==> config.mk <==
export PLATFORM = sky130hd
export DESIGN_NAME = xlt_front
export DESIGN_NICKNAME = d
export VERILOG_FILES = /design/src/rtl/xlt_pkg.sv /design/src/rtl/xlt_region_dec.sv /design/src/rtl/xlt_tlb_cam.sv /design/src/rtl/xlt_front.sv
export SDC_FILE = /design/constraint.sdc
export NUM_CORES = 1
export LEC_CHECK = 0
export BUFFER_PORTS_ARGS = -buffer_cell sky130_fd_sc_hd__buf_2
export CORE_MARGIN = 3
export CORE_UTILIZATION = 55
export DETAILED_ROUTE_END_ITERATION = 16
export PLACE_DENSITY = 0.85
export SYNTH_ARGS = -nofsm -noshare
export SYNTH_HDL_FRONTEND = slang
export SYNTH_HIERARCHICAL = 1
export SYNTH_SLANG_ARGS = --single-unit
==> constraint.sdc <==
create_clock -name clk -period 7.2 [get_ports clk]
set_input_delay 0.36 -clock clk [delete_from_list [all_inputs] [get_ports clk]]
set_output_delay 0.36 -clock clk [all_outputs]
set_load 0.005 [all_outputs]
==> src/rtl/xlt_pkg.sv <==
package xlt_pkg;
  typedef enum logic [1:0] {
    RG_USER    = 2'd0,
    RG_KDIR_C  = 2'd1,
    RG_KDIR_U  = 2'd2,
    RG_KMAPPED = 2'd3
  } region_e;

  typedef enum logic [1:0] {
    CAUSE_NONE = 2'd0,
    CAUSE_MISS = 2'd1,
    CAUSE_ADDR = 2'd2,
    CAUSE_PROT = 2'd3
  } cause_e;
endpackage

==> src/rtl/xlt_region_dec.sv <==
module xlt_region_dec
  import xlt_pkg::*;
#(
  parameter int VA_W = 32
) (
  input  logic [VA_W-1:0] vaddr,
  output region_e         region
);
  logic [2:0] top3;
  assign top3 = vaddr[VA_W-1 -: 3];

  always_comb begin
    unique casez (top3)
      3'b0??:  region = RG_USER;
      3'b100:  region = RG_KDIR_C;
      3'b101:  region = RG_KDIR_U;
      default: region = RG_KMAPPED;
    endcase
  end
endmodule

==> src/rtl/xlt_tlb_cam.sv <==
module xlt_tlb_cam #(
  parameter int ENTRIES = 8,
  parameter int VPN_W   = 20,
  parameter int PFN_W   = 20
) (
  input  logic                       clk,
  input  logic                       rst,
  input  logic                       flush,
  input  logic                       wr_en,
  input  logic [$clog2(ENTRIES)-1:0] wr_idx,
  input  logic [VPN_W-1:0]           wr_vpn,
  input  logic [PFN_W-1:0]           wr_pfn,
  input  logic                       wr_valid,
  input  logic                       wr_writable,
  input  logic [VPN_W-1:0]           lk_vpn,
  output logic                       lk_hit,
  output logic [PFN_W-1:0]           lk_pfn,
  output logic                       lk_writable
);
  logic [ENTRIES-1:0] vld_q;
  logic [ENTRIES-1:0] wen_q;
  logic [VPN_W-1:0]   tag_q [ENTRIES];
  logic [PFN_W-1:0]   pfn_q [ENTRIES];
  logic [ENTRIES-1:0] match;

  // Valid bits carry reset and flush; payload needs neither.
  always_ff @(posedge clk) begin
    if (rst || flush) begin
      vld_q <= '0;
    end else if (wr_en) begin
      vld_q[wr_idx] <= wr_valid;
    end
  end

  always_ff @(posedge clk) begin
    if (wr_en && !flush) begin
      tag_q[wr_idx] <= wr_vpn;
      pfn_q[wr_idx] <= wr_pfn;
      wen_q[wr_idx] <= wr_writable;
    end
  end

  for (genvar g = 0; g < ENTRIES; g++) begin : g_cmp
    assign match[g] = vld_q[g] && (tag_q[g] == lk_vpn);
  end

  // Descending scan so the lowest matching index is the last to assign.
  always_comb begin
    lk_hit      = |match;
    lk_pfn      = '0;
    lk_writable = 1'b0;
    for (int i = ENTRIES - 1; i >= 0; i--) begin
      if (match[i]) begin
        lk_pfn      = pfn_q[i];
        lk_writable = wen_q[i];
      end
    end
  end
endmodule

==> src/rtl/xlt_front.sv <==
module xlt_front
  import xlt_pkg::*;
#(
  parameter int VA_W    = 32,
  parameter int PAGE_W  = 12,
  parameter int PFN_W   = 20,
  parameter int ENTRIES = 8
) (
  input  logic                       clk,
  input  logic                       rst,
  input  logic                       req_valid,
  input  logic [VA_W-1:0]            req_vaddr,
  input  logic                       req_write,
  input  logic                       req_user,
  input  logic                       wr_en,
  input  logic [$clog2(ENTRIES)-1:0] wr_index,
  input  logic [VA_W-PAGE_W-1:0]     wr_vpn,
  input  logic [PFN_W-1:0]           wr_pfn,
  input  logic                       wr_valid,
  input  logic                       wr_writable,
  input  logic                       flush,
  output logic                       rsp_valid,
  output logic [PFN_W+PAGE_W-1:0]    rsp_paddr,
  output logic                       rsp_cacheable,
  output logic                       rsp_fault,
  output logic [1:0]                 rsp_cause
);
  localparam int VPN_W  = VA_W - PAGE_W;
  localparam int PA_W   = PFN_W + PAGE_W;
  localparam int DIR_W  = VA_W - 3;

  region_e          region;
  logic             hit, hit_wr;
  logic [PFN_W-1:0] hit_pfn;
  cause_e           n_cause;
  logic [PA_W-1:0]  n_pa;
  logic             n_cache;

  xlt_region_dec #(.VA_W(VA_W)) u_dec (
    .vaddr  (req_vaddr),
    .region (region)
  );

  xlt_tlb_cam #(.ENTRIES(ENTRIES), .VPN_W(VPN_W), .PFN_W(PFN_W)) u_cam (
    .clk         (clk),
    .rst         (rst),
    .flush       (flush),
    .wr_en       (wr_en),
    .wr_idx      (wr_index),
    .wr_vpn      (wr_vpn),
    .wr_pfn      (wr_pfn),
    .wr_valid    (wr_valid),
    .wr_writable (wr_writable),
    .lk_vpn      (req_vaddr[VA_W-1:PAGE_W]),
    .lk_hit      (hit),
    .lk_pfn      (hit_pfn),
    .lk_writable (hit_wr)
  );

  always_comb begin
    n_cause = CAUSE_NONE;
    n_pa    = '0;
    n_cache = 1'b0;
    if (req_user && region != RG_USER) begin
      n_cause = CAUSE_ADDR;
    end else if (region == RG_KDIR_C || region == RG_KDIR_U) begin
      n_pa    = PA_W'(req_vaddr[DIR_W-1:0]);
      n_cache = (region == RG_KDIR_C);
    end else if (!hit) begin
      n_cause = CAUSE_MISS;
    end else if (req_write && !hit_wr) begin
      n_cause = CAUSE_PROT;
    end else begin
      n_pa    = {hit_pfn, req_vaddr[PAGE_W-1:0]};
      n_cache = 1'b1;
    end
  end

  always_ff @(posedge clk) begin
    if (rst) begin
      rsp_valid     <= 1'b0;
      rsp_paddr     <= '0;
      rsp_cacheable <= 1'b0;
      rsp_fault     <= 1'b0;
      rsp_cause     <= CAUSE_NONE;
    end else begin
      rsp_valid     <= req_valid;
      rsp_paddr     <= req_valid ? n_pa : '0;
      rsp_cacheable <= req_valid && n_cache;
      rsp_fault     <= req_valid && (n_cause != CAUSE_NONE);
      rsp_cause     <= req_valid ? n_cause : CAUSE_NONE;
    end
  end
endmodule

==> metrics.md <==
| Metric | Value |
|---|---|
| Status | `finished with violations` |
| Failing checks | `max-capacitance violations` |
| Multiplexer share of the synthesized area | `0.256%` |
| CTS resizes | `0` |
| Grt total ovfl | `0` |
| Initial Utilization | `56.1%` |
| Die height | `roughly 170 um` |
| Worst Setup Slack, final | `3.15 ns` |
| TritonCTS buffer count | `36` |
| Largest family of logic cells by synthesized area | `simple AND/OR/NAND/NOR gates` |
| FMAX | `247 MHz` |
| CTS tree | `done` |
| Wire per inst | `25.8 um` |
| Peak VDD IR | `roughly 0.14 mV` |
| Syn Area/Cell | `roughly 14 um^2` |
| Synth Instances | `~1100` |
| Dpl cells | `about 1500` |
| FFs w/ async S/R, synth | `0%` |
| DR pass1 iterations | `6` |
| Worst-Margin Slew | `1.47 ns` |
| Crit path time final | `just over 4 ns` |
| Hold Slack | `around 0.07 ns` |
| Vias per inst | `around 6.4` |
| Initial antenna violation count | `0` |
| # nets final | `1284` |
| Area leader, netlist | `edfxtp_1` |
| Critical path arrival | `between 4 and 5 ns` |
| Die width | `between 150 and 200 um` |
| Post-synthesis xor/xnor area fraction | `under 10%` |
| Worst Path Required | `around 7.6 ns` |
| Syn Nets | `approximately 1200` |
| Switching Fraction | `a little over a fifth` |
| EDFF count, synth | `between 300 and 400` |
| Pwr dens | `between 200 and 300 nW/um^2` |
| Hpwl dp | `approximately 25000 um` |
| Reg power frac | `between 50% and 60%` |
| Non-filler instance count after layout | `~1600` |
| Worst hold path class | `input port to register` |
| Worst-Skew Late Latency | `0.52 ns` |
| Layout cells sized above 1 | `20.3%` |
| CP Capture Type | `register` |
| Max incr delay on CP | `about 0.94 ns` |
| Port Buf Inserts | `120` |
| H-Tree Level Count | `2` |
| Yosys warning count | `6` |
| Simple-gate share of the synthesized area | `about a tenth` |
| Dpl ws | `about 3.1 ns` |
| Pint | `about 3500 uW` |
| CP startpoint | `u_cam/tag_q[2][13]` |
| GRT Util Overall | `about a quarter` |
| Critical-path maximum fanout | `22` |
| Register area share after synthesis | `between 60% and 70%` |
| ANT nets after route | `0` |
| Crit-path cells | `clkinv_1 > a222oi_1 > buf_4 > nand3_1 > nor2_2 > buf_4 > a21oi_2 > buf_4 > nand3_1 > nor2b_2 > nand2_1 > nor3_1` |
| Clock root buffer master | `clkbuf_16` |
| Commonest non-fill, non-tap cell in the layout | `edfxtp_1` |
| Synth Area in Compound Gates | `8.88%` |
| DRT iter0 DRCs | `about 1700` |
| Vias in the first global route | `~10000` |
| Clk buf depth | `3` |
| Final setup viols | `0` |
| Hold bufs inserted after CTS | `0` |
| Drt drc | `0` |
| Die area | `roughly 30000 um^2` |
| Library cells used by synthesis | `56` |
| Largest net degree at the start of global routing | `between 40 and 50` |
| # fillers | `1941` |
| Core Rows | `between 60 and 70` |
| Top Ports | `between 100 and 150` |
| Crit-path slowest cell | `nor2b_2` |
| Vias | `10300` |
| Switching pwr | `942 uW` |
| Fin. Hold Viols | `0` |
| FF-to-FF path depth | `12` |
| Synth-to-layout area growth | `12.8%` |
| Synth top area share | `62.9%` |
| Synth area leaders | `edfxtp_1, dfxtp_1, xor2_1, xnor2_1, nand3_1` |
| Clock Skews | `around 0.016 ns` |
| Core box area | `27900 um^2` |
| Worst-path clk slew | `0.06 ns` |
| Slew Limit Fails | `0` |
| Gpl congestion | `0.858` |
| Post-Synth Adder-Cell Area | `less than 1%` |
| Setup crit start kind | `register` |
| Count of state elements after synthesis | `373` |
| Setup repair bufs after CTS | `0` |
| Cell mode on critical path | `buf_4` |
| Static Leak | `roughly 0.0062 uW` |
| RSZ-0062 raised after global routing | `false` |
| Post-Synthesis Cell Area | `15700 um^2` |
| Clk network pwr share | `approximately two fifths` |
| Relative slew slack | `1.27%` |
| Final Cycle Share | `56.3%` |
| Hold path depth | `2` |
| Min-Delay Startpoint | `req_vaddr[11]` |
| Comb pwr share | `under 10%` |
| MaxCap Viol Count | `1` |
| Routed Wire Length | `between 40000 and 50000 um` |
| Global-route wire length before repair | `61300 um` |
| FF-to-FF Start | `u_cam/tag_q[2][13]` |
| Clock sinks | `373` |
| Crit Path Category | `register to register` |
| Most frequent cells in the layout | `edfxtp_1, buf_2, xor2_1` |
| Synth Flop Type | `edfxtp_1` |
| Setup TNS | `0 ns` |
state kept, by name, indices dropped and copies added, names as in the netlist:
| register | flops |
|---|---|
| rsp_cause | 2 |
| u_cam/pfn_q | 160 |
| rsp_cacheable | 1 |
| u_cam/vld_q | 8 |
| u_cam/wen_q | 8 |
| u_cam/tag_q | 160 |
| rsp_fault | 1 |
| rsp_valid | 1 |
| rsp_paddr | 32 |
per-layer routing:
| metal | global-route usage (%) | part of all wire (%) |
|---|---|---|
| met1 | 37.5 | 38 |
| met2 | 42.9 | 48 |
| met3 | 4.72 | 12 |
| met4 | 6.82 | 2.4 |
| met5 | 0 | 0 |
per-stage QoR:
stage / total power [uW] / instance area [um^2] / utilization [%]
final: 4470 / 17700 / 63.3
after global routing: 4580 / 17700 / 63.3
after CTS: 4480 / 17700 / 63.3
after detailed placement: 2670 / 16500 / 59.1
after global placement: 2660 / 16500 / 59.1
after floorplan: 2570 / 15700 / -
worst paths after layout:
kind                    end  slack (ns)
min           rsp_paddr[11]        0.07
min reg2reg  u_cam/vld_q[4]        0.52
max reg2reg   rsp_paddr[30]        3.15
max           rsp_paddr[30]        3.15
critical path: cells and delay by family, from the launching register on:
family	cells	cell delay [ns]
AND/OR/NAND/NOR	6	1.92
AO/OA/AOI/OAI	2	0.57
buffers and inverters	4	1.07
flip-flops	1	0.35
cell usage after synthesis, types with 3 or more instances:
library cell,number
buf_6,12
buf_4,10
a41o_1,19
nand3_2,10
o211ai_1,19
nor2_1,37
nor3_1,14
edfxtp_1,328
inv_1,30
mux2i_1,4
o32ai_1,20
o31a_1,19
o21ai_1,19
nand2_1,50
nand3_1,58
nor4_1,19
dfxtp_1,45
a311oi_1,19
a21oi_2,10
xor2_1,85
nand2b_1,4
nor4_4,3
o21ai_0,27
clkbuf_1,33
buf_2,23
xnor2_1,72
a21oi_1,15
and3_1,16
nand4_1,36
logic make-up after synthesis:
group / count (synthesis)
flip-flops: 373
AND/OR/NAND/NOR: 265
AO/OA/AOI/OAI: 181
XOR/XNOR: 157
buffers and inverters: 114
multiplexers: 4
adder cells (fa/ha/maj): 2
cell type report:
class                      instances  area (um^2)  area share [%]
antenna                            1         2.50          0.0142
clock buffer                      50         1020            5.78
clock inverter                    14          128           0.722
inverter                          33          124           0.701
multi-input combinational        609         4390            24.8
sequential                       373        10800            60.8
tap                              378          473            2.68
timing repair buffer             145          788            4.46
power groups by stage:
stage	sequential [uW]	combinational, uW	clock (uW)
finish	2410	218	1840
global route	2410	230	1940
CTS	2410	214	1850
detailed placement	2460	211	0
global placement	2450	205	0
floorplan	2460	115	0
No activity file was read; power rests on OpenSTA's default activity.
